$ cat config.mk
export PLATFORM = sky130hd
export DESIGN_NAME = cmp_edge_filter
export DESIGN_NICKNAME = d
export VERILOG_FILES = /design/src/rtl/cmpf_pkg.sv /design/src/rtl/cmpf_sync.sv /design/src/rtl/cmpf_sampler.sv /design/src/rtl/cmpf_irq.sv /design/src/rtl/cmp_edge_filter.sv
export SDC_FILE = /design/constraint.sdc
export NUM_CORES = 1
export LEC_CHECK = 0
export CAP_MARGIN = 25
export CORE_MARGIN = 2
export CORE_UTILIZATION = 41
export CTS_CLUSTER_SIZE = 12
export DETAILED_ROUTE_END_ITERATION = 7
export DONT_BUFFER_PORTS = 1
export PLACE_DENSITY = 0.59
export SYNTH_ARGS = -nofsm -noshare
export SYNTH_HDL_FRONTEND = slang
export SYNTH_SLANG_ARGS = --single-unit
$ cat constraint.sdc
create_clock -name clk -period 2.9 [get_ports clk]
set_input_delay 0.58 -clock clk [delete_from_list [all_inputs] [get_ports clk]]
set_output_delay 0.58 -clock clk [all_outputs]
set_load 0.03 [all_outputs]
$ cat src/rtl/cmpf_pkg.sv
package cmpf_pkg;
  localparam logic SEL_ENABLE = 1'b0;
  localparam logic SEL_FLAGS  = 1'b1;
  localparam int   EDGE_RISE  = 0;
  localparam int   EDGE_FALL  = 1;

  typedef struct packed {
    logic fall;
    logic rise;
  } edge_pair_t;
endpackage

$ cat src/rtl/cmpf_sync.sv
module cmpf_sync #(
  parameter int STAGES = 2
) (
  input  logic clk,
  input  logic rst,
  input  logic d_async,
  output logic q_sync
);
  logic [STAGES-1:0] chain;

  generate
    for (genvar i = 0; i < STAGES; i++) begin : g_stage
      if (i == 0) begin : g_first
        always_ff @(posedge clk) begin
          if (rst) chain[0] <= 1'b0;
          else     chain[0] <= d_async;
        end
      end else begin : g_next
        always_ff @(posedge clk) begin
          if (rst) chain[i] <= 1'b0;
          else     chain[i] <= chain[i-1];
        end
      end
    end
  endgenerate

  assign q_sync = chain[STAGES-1];
endmodule

$ cat src/rtl/cmpf_sampler.sv
module cmpf_sampler #(
  parameter int PER_W = 8,
  parameter int CNT_W = 3
) (
  input  logic             clk,
  input  logic             rst,
  input  logic             din,
  input  logic             win_en,
  input  logic [PER_W-1:0] filt_per,
  input  logic [CNT_W-1:0] filt_cnt,
  output logic             dout
);
  logic [PER_W-1:0] per_cnt;
  logic [PER_W-1:0] per_limit;
  logic [CNT_W-1:0] run_cnt;
  logic [CNT_W:0]   run_next;
  logic             bypass;
  logic             tick;
  logic             filt_q;

  assign bypass    = (filt_cnt == '0);
  assign per_limit = (filt_per == '0) ? PER_W'(1) : filt_per;
  assign tick      = !bypass && win_en && (per_cnt >= per_limit - PER_W'(1));
  assign run_next  = {1'b0, run_cnt} + (CNT_W+1)'(1);

  always_ff @(posedge clk) begin
    if (rst) begin
      per_cnt <= '0;
      run_cnt <= '0;
      filt_q  <= 1'b0;
    end else if (bypass) begin
      per_cnt <= '0;
      run_cnt <= '0;
      filt_q  <= din;
    end else if (win_en) begin
      per_cnt <= tick ? '0 : per_cnt + PER_W'(1);
      if (tick) begin
        if (din == filt_q) begin
          run_cnt <= '0;
        end else if (run_next >= {1'b0, filt_cnt}) begin
          filt_q  <= din;
          run_cnt <= '0;
        end else begin
          run_cnt <= run_next[CNT_W-1:0];
        end
      end
    end
  end

  assign dout = filt_q;

  // in filtered modes the level moves only on a sample tick
  assert_change_on_tick_R3: assert property (@(posedge clk) disable iff (rst)
    ((filt_q != $past(filt_q)) && !$past(bypass)) |-> $past(tick));

  // closed window freezes the sample counter
  assert_counter_frozen_R4: assert property (@(posedge clk) disable iff (rst)
    (!win_en && !bypass) |=> $stable(per_cnt));
endmodule

$ cat src/rtl/cmpf_irq.sv
module cmpf_irq
  import cmpf_pkg::*;
(
  input  logic       clk,
  input  logic       rst,
  input  logic       level,
  input  logic       reg_we,
  input  logic       reg_sel,
  input  logic [1:0] reg_wdata,
  output edge_pair_t flags,
  output edge_pair_t enables,
  output logic       irq
);
  logic       level_prev;
  edge_pair_t evt;
  edge_pair_t clr;
  edge_pair_t flags_n;
  edge_pair_t enables_n;
  logic       irq_q;

  assign evt.rise = level && !level_prev;
  assign evt.fall = !level && level_prev;

  assign clr.rise = reg_we && (reg_sel == SEL_FLAGS) && reg_wdata[EDGE_RISE];
  assign clr.fall = reg_we && (reg_sel == SEL_FLAGS) && reg_wdata[EDGE_FALL];

  always_comb begin
    flags_n.rise = evt.rise || (flags.rise && !clr.rise);
    flags_n.fall = evt.fall || (flags.fall && !clr.fall);
    enables_n    = enables;
    if (reg_we && (reg_sel == SEL_ENABLE)) begin
      enables_n.rise = reg_wdata[EDGE_RISE];
      enables_n.fall = reg_wdata[EDGE_FALL];
    end
  end

  always_ff @(posedge clk) begin
    if (rst) begin
      level_prev <= 1'b0;
      flags      <= '0;
      enables    <= '0;
      irq_q      <= 1'b0;
    end else begin
      level_prev <= level;
      flags      <= flags_n;
      enables    <= enables_n;
      irq_q      <= (flags_n.rise && enables_n.rise) || (flags_n.fall && enables_n.fall);
    end
  end

  assign irq = irq_q;

  // a detected edge sets its flag on the next clock
  assert_rise_sets_flag_R6: assert property (@(posedge clk) disable iff (rst)
    evt.rise |=> flags.rise);
  assert_fall_sets_flag_R6: assert property (@(posedge clk) disable iff (rst)
    evt.fall |=> flags.fall);

  // a clear without a competing edge drops the flag
  assert_clear_rise_R7: assert property (@(posedge clk) disable iff (rst)
    (clr.rise && !evt.rise) |=> !flags.rise);
  assert_clear_fall_R7: assert property (@(posedge clk) disable iff (rst)
    (clr.fall && !evt.fall) |=> !flags.fall);
endmodule

$ cat src/rtl/cmp_edge_filter.sv
module cmp_edge_filter
  import cmpf_pkg::*;
#(
  parameter int PER_W     = 8,
  parameter int CNT_W     = 3,
  parameter int SYNC_DEPTH = 2
) (
  input  logic             clk,
  input  logic             rst,
  input  logic             cmp_raw,
  input  logic             win_en,
  input  logic [PER_W-1:0] filt_per,
  input  logic [CNT_W-1:0] filt_cnt,
  input  logic             reg_we,
  input  logic             reg_sel,
  input  logic [1:0]       reg_wdata,
  output logic             cmp_filt,
  output logic             flag_rise,
  output logic             flag_fall,
  output logic             en_rise,
  output logic             en_fall,
  output logic             irq
);
  logic       raw_sync;
  logic       level;
  edge_pair_t flags;
  edge_pair_t enables;

  cmpf_sync #(.STAGES(SYNC_DEPTH)) u_sync (
    .clk     (clk),
    .rst     (rst),
    .d_async (cmp_raw),
    .q_sync  (raw_sync)
  );

  cmpf_sampler #(.PER_W(PER_W), .CNT_W(CNT_W)) u_sampler (
    .clk      (clk),
    .rst      (rst),
    .din      (raw_sync),
    .win_en   (win_en),
    .filt_per (filt_per),
    .filt_cnt (filt_cnt),
    .dout     (level)
  );

  cmpf_irq u_irq (
    .clk       (clk),
    .rst       (rst),
    .level     (level),
    .reg_we    (reg_we),
    .reg_sel   (reg_sel),
    .reg_wdata (reg_wdata),
    .flags     (flags),
    .enables   (enables),
    .irq       (irq)
  );

  assign cmp_filt  = level;
  assign flag_rise = flags.rise;
  assign flag_fall = flags.fall;
  assign en_rise   = enables.rise;
  assign en_fall   = enables.fall;

  // closed window holds the filtered level
  assert_window_hold_R4: assert property (@(posedge clk) disable iff (rst)
    (!win_en && (filt_cnt != '0)) |=> $stable(cmp_filt));

  // no request without an enabled, set flag
  assert_irq_needs_source_R9: assert property (@(posedge clk) disable iff (rst)
    irq |-> ((flag_rise && en_rise) || (flag_fall && en_fall)));

  // first cycle out of reset is quiet
  assert_reset_quiet_R1: assert property (@(posedge clk)
    $fell(rst) |-> (!cmp_filt && !flag_rise && !flag_fall && !irq));
endmodule

==> metrics.md, run 1 <==
| Metric | Value |
|---|---|
| Clock transition at path regs | 0.11 ns |
| Static Leakage | between 0.0005 and 0.0006 uW |
| Critical path start-end classification | input port to register |
| Commonest cells after routing, fill and taps aside | sky130_fd_sc_hd__dfxtp_1 (20), sky130_fd_sc_hd__ha_1 (13), sky130_fd_sc_hd__nand2_1 (10), sky130_fd_sc_hd__inv_1 (9), sky130_fd_sc_hd__nor2b_1 (9) |
| Category of the worst setup path capture point | register |
| Height of the die | between 50 and 60 um |
| Vias/cell | 5.68 |
| Ant. Diodes | 0 |
| Power Total | 509 uW |
| Sum of negative setup slack | 0 ns |
| Max-capacitance violation count | 0 |
| Synth Area in Adders | 13.6% |
| Number of buffer cells added on primary ports | 0 |
| Synthesized-area fraction occupied by ao, oa, aoi and oai cells | 20.0% |
| Cell accounting for the most synthesized area | sky130_fd_sc_hd__dfxtp_1 |
| Most frequently used flop master after synthesis | sky130_fd_sc_hd__dfxtp_1 |
| Switch share | 24.4% |
| Global-route wire length before repair | between 4000 and 5000 um |
| Internal power component | 385 uW |
| DR pass1 iterations | 4 |
| Largest fanout on the critical path | 5 |
| Library cells used by synthesis | a little over 40 |
| Sinks on the clock net | 20 |
| Total congestion overflow | 0 |
| Final-report max-slew violation count | 0 |
| Number of vias after detailed routing | 1,056 |
| Initial cell density of the core | between 40% and 50% |
| Maximum number of pins on one net before global-route repair | 14 |
| Ports placed on the boundary | 25 |
| Number of instances in the synthesized netlist | 146 |
| Layout area overhead | 11.9% |
| Post-synth ARST share | 0% |
| Routability congestion estimate from global placement | between 0.7 and 0.8 |
| Via count of the first global-routing pass | 1,014 |
| Worst hold path type | input port to register |
| Post-Syn Area | 0.00128 sq mm |
| DRT antenna net count | 0 |
| Max Root-Sink Buffers | 2 |
| Power dissipated by switching net loads | 124 uW |
| Net count of the finished layout | 187 |
| Startpoint types | input port |
| Fin crit share | 95.7% |
| Clock network fraction of design power | 31.9% |
| Flip-flop and latch count after synthesis | 20 |
| CTS Root Cell | sky130_fd_sc_hd__clkbuf_4 |
| Antenna violations before repair | 0 |
| Simple logic cell fraction of the synthesized area | 21.2% |
| Commonest non-fill, non-tap cell in the layout | sky130_fd_sc_hd__dfxtp_1 |
| Post-CTS setup buffers | 0 |
| Dominant combinational cell family by area after synthesis | simple AND/OR/NAND/NOR gates |
| Starting DRC count in detailed routing | 23 |
| Sequential-to-total area share from yosys stat | 31.2% |
| CTS tree | yes |
| Area of the die | 0.00359 sq mm |
| Run status | completed |
| Sequential power share | 56.4% |
| Share of final-layout standard cells stronger than drive strength 1 | between 15 and 20% |
| CP Data Arrival Time | 3.00 ns |
| Largest vdd supply drop | 0.297 mV |
| Placed wire-length estimate after detailed placement | 2190 um |
| Row count | 20 |
| Syn avg cell area | 8.79 sq um |
| Combined global-route utilization of all metal layers | 16.0% |
| Share of power burned in combinational logic | 11.8% |
| DRC errors left | 0 |
| Multiplexer share of the synthesized area | 2.53% |
| Setup repair after global routing missed its margin | no |
| Number of enable flip-flop cells after synthesis | 0 |
| Clock latency of the later-clocked register in the worst-skew pair | 0.30 ns |
| P per Cell Area | roughly 350 mW/mm^2 |
| Placeable core area | 0.00300 sq mm |
| Number of H-tree levels | 1 |
| Final routed wire length divided by cell count | 14.3 um |
| Hold bufs inserted after CTS | 0 |
| Fill cell total of the finished layout | between 200 and 300 |
| Fraction of the core area covered by cells at the end of the flow | 47.8% |
| Worst max-slew margin expressed relative to the limit | 72.1% |
| Post-synth top area share | between 30% and 40% |
| Shortest period the worst path allows | 2.78 ns |
| Required time reported for the critical path endpoint | 3.12 ns |
| Drt total wl | 2660 um |
| Width of the die | 60.0 um |
| Top cells by area, synth | sky130_fd_sc_hd__dfxtp_1 (31%), sky130_fd_sc_hd__ha_1 (14%), sky130_fd_sc_hd__nor2b_1 (4.4%) |
| Yosys synthesis warning count | 0 |
| Clock skew after layout | 0.00125 ns |
| Number of nets produced by synthesis | 179 |
| CTS buffer count | 3 |
| Fin. Hold Viols | 0 |
| Area share of xor/xnor cells in the synthesized design | 8.19% |
| Slew at the pin with the worst max-slew slack | 0.418 ns |
| Count of final setup violators | 0 |
| Max Fclk | roughly 0.36 GHz |
cells by family (layout without fill, tap and decap cells):
kind of cell             after synthesis  count (layout)
AND/OR/NAND/NOR                       50              50
AO/OA/AOI/OAI                         36              36
flip-flops                            20              20
adder cells (fa/ha/maj)               14              14
XOR/XNOR                              12              12
buffers and inverters                 11              18
multiplexers                           3               3
power groups by stage:
stage | Combinational [uW] | Sequential (uW) | Clock [uW]
after floorplan | 49.7 | 292 | 0
after global placement | 56.8 | 293 | 0
after detailed placement | 59.3 | 293 | 0
after CTS | 59.9 | 287 | 168
after global routing | 68.1 | 288 | 180
final | 60.0 | 287 | 162
timing repair:
| action | 4_1_cts | 5_1_grt |
|---|---|---|
| endpoints found under the setup margin | 0 | 3 |
| gates resized for setup | 0 | 4 |
| endpoints found under the hold margin | 0 | 0 |
cell usage after synthesis (3+ instances only):
| master | number |
|---|---|
| sky130_fd_sc_hd__a211oi_1 | 5 |
| sky130_fd_sc_hd__a21oi_1 | 10 |
| sky130_fd_sc_hd__dfxtp_1 | 20 |
| sky130_fd_sc_hd__ha_1 | 14 |
| sky130_fd_sc_hd__inv_1 | 9 |
| sky130_fd_sc_hd__nand2_1 | 10 |
| sky130_fd_sc_hd__nand3_1 | 5 |
| sky130_fd_sc_hd__nand4_1 | 5 |
| sky130_fd_sc_hd__nor2_1 | 8 |
| sky130_fd_sc_hd__nor2b_1 | 9 |
| sky130_fd_sc_hd__o21ai_0 | 3 |
| sky130_fd_sc_hd__or3_1 | 3 |
| sky130_fd_sc_hd__xnor2_1 | 6 |
| sky130_fd_sc_hd__xor2_1 | 6 |
registers in the layout, summed over array words and instances, names as in the netlist:
signal and flops:
u_irq.level_prev 1, u_irq.flags 2, u_sampler.per_cnt 8, u_irq.irq 1
u_sync.q_sync 1, u_sampler.dout 1, u_sampler.run_cnt 3, u_irq.enables 2
u_sync.chain 1
through the flow:
stage               cells  setup WS [ns]  instance area [sq um]  hold slack (ns)
floorplan             146        -0.0104                   1320            0.414
global placement      182         -0.164                   1390            0.420
detailed placement    182         -0.216                   1390            0.437
CTS                   186          0.110                   1420            0.322
global route          186        0.00696                   1440            0.303
finish                186          0.125                   1440            0.332
cell type report:
class                   count  area, sq um  share of cell area [%]
flip-flops and latches     20          400                    27.9
clock buffers               4         36.3                    2.53
multi-input cells         115          887                    61.8
repair buffers              5         37.5                    2.61
well taps                  33         41.3                    2.87
inverters                   9         33.8                    2.35
worst max-delay path, cell delays in order:
cell and delay, ns:
sky130_fd_sc_hd__or4_4 0.54, sky130_fd_sc_hd__nor3_4 0.15, sky130_fd_sc_hd__a21oi_2 0.08, sky130_fd_sc_hd__ha_2 0.19, sky130_fd_sc_hd__inv_1 0.07, sky130_fd_sc_hd__or3_1 0.11, sky130_fd_sc_hd__xor2_1 0.16, sky130_fd_sc_hd__ha_1 0.25
sky130_fd_sc_hd__nand4_1 0.13, sky130_fd_sc_hd__o21bai_4 0.17, sky130_fd_sc_hd__buf_4 0.15, sky130_fd_sc_hd__nand2_1 0.14, sky130_fd_sc_hd__a211oi_1 0.26
worst paths after layout:
check                                         start                                 to  slack, ns  cells after the start
setup / recovery                        filt_per[3]  u_sampler.per_cnt[7]$_SDFFE_PP0P_       0.12                     13
setup reg to reg  u_sampler.run_cnt[0]$_SDFFE_PP0P_  u_sampler.run_cnt[0]$_SDFFE_PP0P_       0.74                      7
hold / removal                                  rst        u_irq.enables[0]$_SDFF_PP0_       0.33                      1
hold reg to reg          u_sync.chain[0]$_SDFF_PP0_           u_sync.q_sync$_SDFF_PP0_       0.45                      1
metal layers:
layer / GRT usage (%) / share of wire, %
met1: 19.6 / 45
met2: 27.3 / 51
met3: 4.11 / 3.2
met4: 4.44 / 1.1
met5: 0 / 0
No activity file was read; power rests on OpenSTA's default activity.
==> run 2, diff against run 1 <==
MAX_ROUTING_LAYER = met4   (was not set)
TNS_END_PERCENT = 20   (was not set)
==> run 2 against run 1 <==
Register-to-register slack barely moved. Flip-flop and latch count is the same. First-iteration DRC count rose by 4.3%. Combinational power hardly changed. Sequential power is essentially flat. Critical path depth shrank 1. Die area is the same. Largest power group unchanged. Highest routed layer unchanged.
==> metrics.md, run 2 (same netlist as run 1, synthesis figures left out) <==
| Metric | Value |
|---|---|
| Fin. Hold Viols | 0 |
| Fin crit share | 94.9% |
| Flip-flop count of the largest register after layout | 8 |
| Biggest regs | u_sampler.per_cnt x8, u_sampler.run_cnt x3 |
| Final routed wire length divided by cell count | 14.3 um |
| Required time reported for the critical path endpoint | 3.10 ns |
| Post-detailed-placement cell area | 0.00139 sq mm |
| Initial cell density of the core | 42.7% |
| DRT antenna net count | 0 |
| Width of the die | 60.0 um |
| Placeable core area | 0.00300 sq mm |
| DR pass1 iterations | 4 |
| Share of final-layout standard cells stronger than drive strength 1 | roughly 16% |
| Sinks on the clock net | 20 |
| Setup repair after global routing missed its margin | yes |
| Clock latency of the later-clocked register in the worst-skew pair | about 0.3 ns |
| Run status | completed |
| CTS Root Cell | sky130_fd_sc_hd__clkbuf_4 |
| Area of all placed cells without fillers | ~0.0014 sq mm |
| Critical path start-end classification | input port to register |
| Starting DRC count in detailed routing | 24 |
| Maximum number of pins on one net before global-route repair | 14 |
| Placed wire-length estimate after detailed placement | about 2200 um |
| Largest fanout on the critical path | 4 |
| CTS buffer count | 3 |
| DRC errors left | 0 |
| Via count of the first global-routing pass | 1,015 |
| Largest Register | u_sampler.per_cnt |
| Startpoint types | input port |
| Fraction of the core area covered by cells at the end of the flow | 47.7% |
| Height of the die | 60.0 um |
| Worst max-slew margin expressed relative to the limit | 72.1% |
| Global-route wire length before repair | 4350 um |
| Hold bufs inserted after CTS | 0 |
| Max-capacitance violation count | 0 |
| Slew at the pin with the worst max-slew slack | 0.418 ns |
| Total congestion overflow | 0 |
| Number of H-tree levels | 1 |
| CTS tree | yes |
| Antenna violations before repair | 0 |
| P per Cell Area | 356 mW/mm^2 |
| Layout area overhead | 11.5% |
| Max Fclk | 0.363 GHz |
| Shortest period the worst path allows | ~2.8 ns |
| Number of buffer cells added on primary ports | 0 |
| Final-report max-slew violation count | 0 |
| Drt total wl | 2660 um |
| CP Data Arrival Time | 2.95 ns |
| Net count of the finished layout | between 150 and 200 |
| Routability congestion estimate from global placement | about 0.79 |
| Vias/cell | 5.67 |
| Ports placed on the boundary | 25 |
| Ant. Diodes | 0 |
| Count of final setup violators | 0 |
| Commonest cells after routing, fill and taps aside | sky130_fd_sc_hd__dfxtp_1 (20), sky130_fd_sc_hd__ha_1 (13), sky130_fd_sc_hd__nand2_1 (10), sky130_fd_sc_hd__inv_1 (9), sky130_fd_sc_hd__nor2b_1 (9) |
| Clock transition at path regs | 0.11 ns |
| Combined global-route utilization of all metal layers | 16.4% |
| Max Root-Sink Buffers | 2 |
| Category of the worst setup path capture point | register |
| Clock skew after layout | between 0.0015 and 0.002 ns |
| Row count | 20 |
| Number of vias after detailed routing | around 1,100 |
| Static Leakage | about 0.00055 uW |
| Area of the die | 0.00359 sq mm |
| Commonest non-fill, non-tap cell in the layout | sky130_fd_sc_hd__dfxtp_1 |
| Worst hold path type | input port to register |
| Largest vdd supply drop | 0.298 mV |
| Power Total | around 500 uW |
-- run 2: cell counts in the layout (fill, tap and decap cells not counted) --
Identical to the previous run, type by type.
-- run 2: worst paths after layout --
path | cells past startpoint | from | slack (ns) | endpoint
max reg2reg | 7 | u_sampler.run_cnt[0]$_SDFFE_PP0P_ | 0.74 | u_sampler.run_cnt[0]$_SDFFE_PP0P_
min | 1 | rst | 0.33 | u_sync.chain[0]$_SDFF_PP0_
min reg2reg | 1 | u_sync.chain[0]$_SDFF_PP0_ | 0.45 | u_sync.q_sync$_SDFF_PP0_
max | 12 | filt_per[3] | 0.15 | u_sampler.dout$_SDFFE_PP0P_
-- run 2: per-stage QoR --
stage	TNS, ns	setup slack, ns	std cells	hold slack [ns]
2_1_floorplan	-0.0104	-0.0104	146	0.414
3_5_place_dp	-1.41	-0.216	182	0.437
3_3_place_gp	-0.815	-0.164	182	0.420
5_1_grt	-0.00302	-0.00302	186	0.307
6_report	0	0.148	186	0.330
4_1_cts	0	0.110	186	0.322
-- run 2: routing by layer --
layer  GRT usage [%]  up-vias  share of wire [%]
li1                -      540                  -
met1            19.6      493                 44
met2            27.2       18                 52
met3            4.11        4                3.2
met4            4.44        0               0.94
met5               -        -                  0
-- run 2: power breakdown --
part           internal [uW]  switching, uW
clock network           76.6           86.1
registers                280           7.22
logic                   28.5           31.4
total                    385            125
-- run 2: repair_timing --
| item | CTS | global route |
|---|---|---|
| endpoints found under the setup margin | 0 | 3 |
| resized for setup | 0 | 3 |
| buffers inserted | 0 | 0 |
-- run 2: area by class of cell --
cell class              count  area (sq um)
fillers                   301          1570
multi-input cells         115           882
flip-flops and latches     20           400
well taps                  33          41.3
repair buffers              5          37.5
clock buffers               4          36.3
inverters                   9          33.8
-- run 2: worst max-delay path: stages --
cell	delay, ns
sky130_fd_sc_hd__or4_4	0.54
sky130_fd_sc_hd__nor3_4	0.15
sky130_fd_sc_hd__a21oi_2	0.08
sky130_fd_sc_hd__ha_2	0.19
sky130_fd_sc_hd__inv_1	0.07
sky130_fd_sc_hd__nor2_1	0.05
sky130_fd_sc_hd__xnor2_1	0.12
sky130_fd_sc_hd__ha_1	0.29
sky130_fd_sc_hd__nand4_1	0.15
sky130_fd_sc_hd__o21bai_4	0.23
sky130_fd_sc_hd__a21boi_1	0.16
sky130_fd_sc_hd__mux2_2	0.34
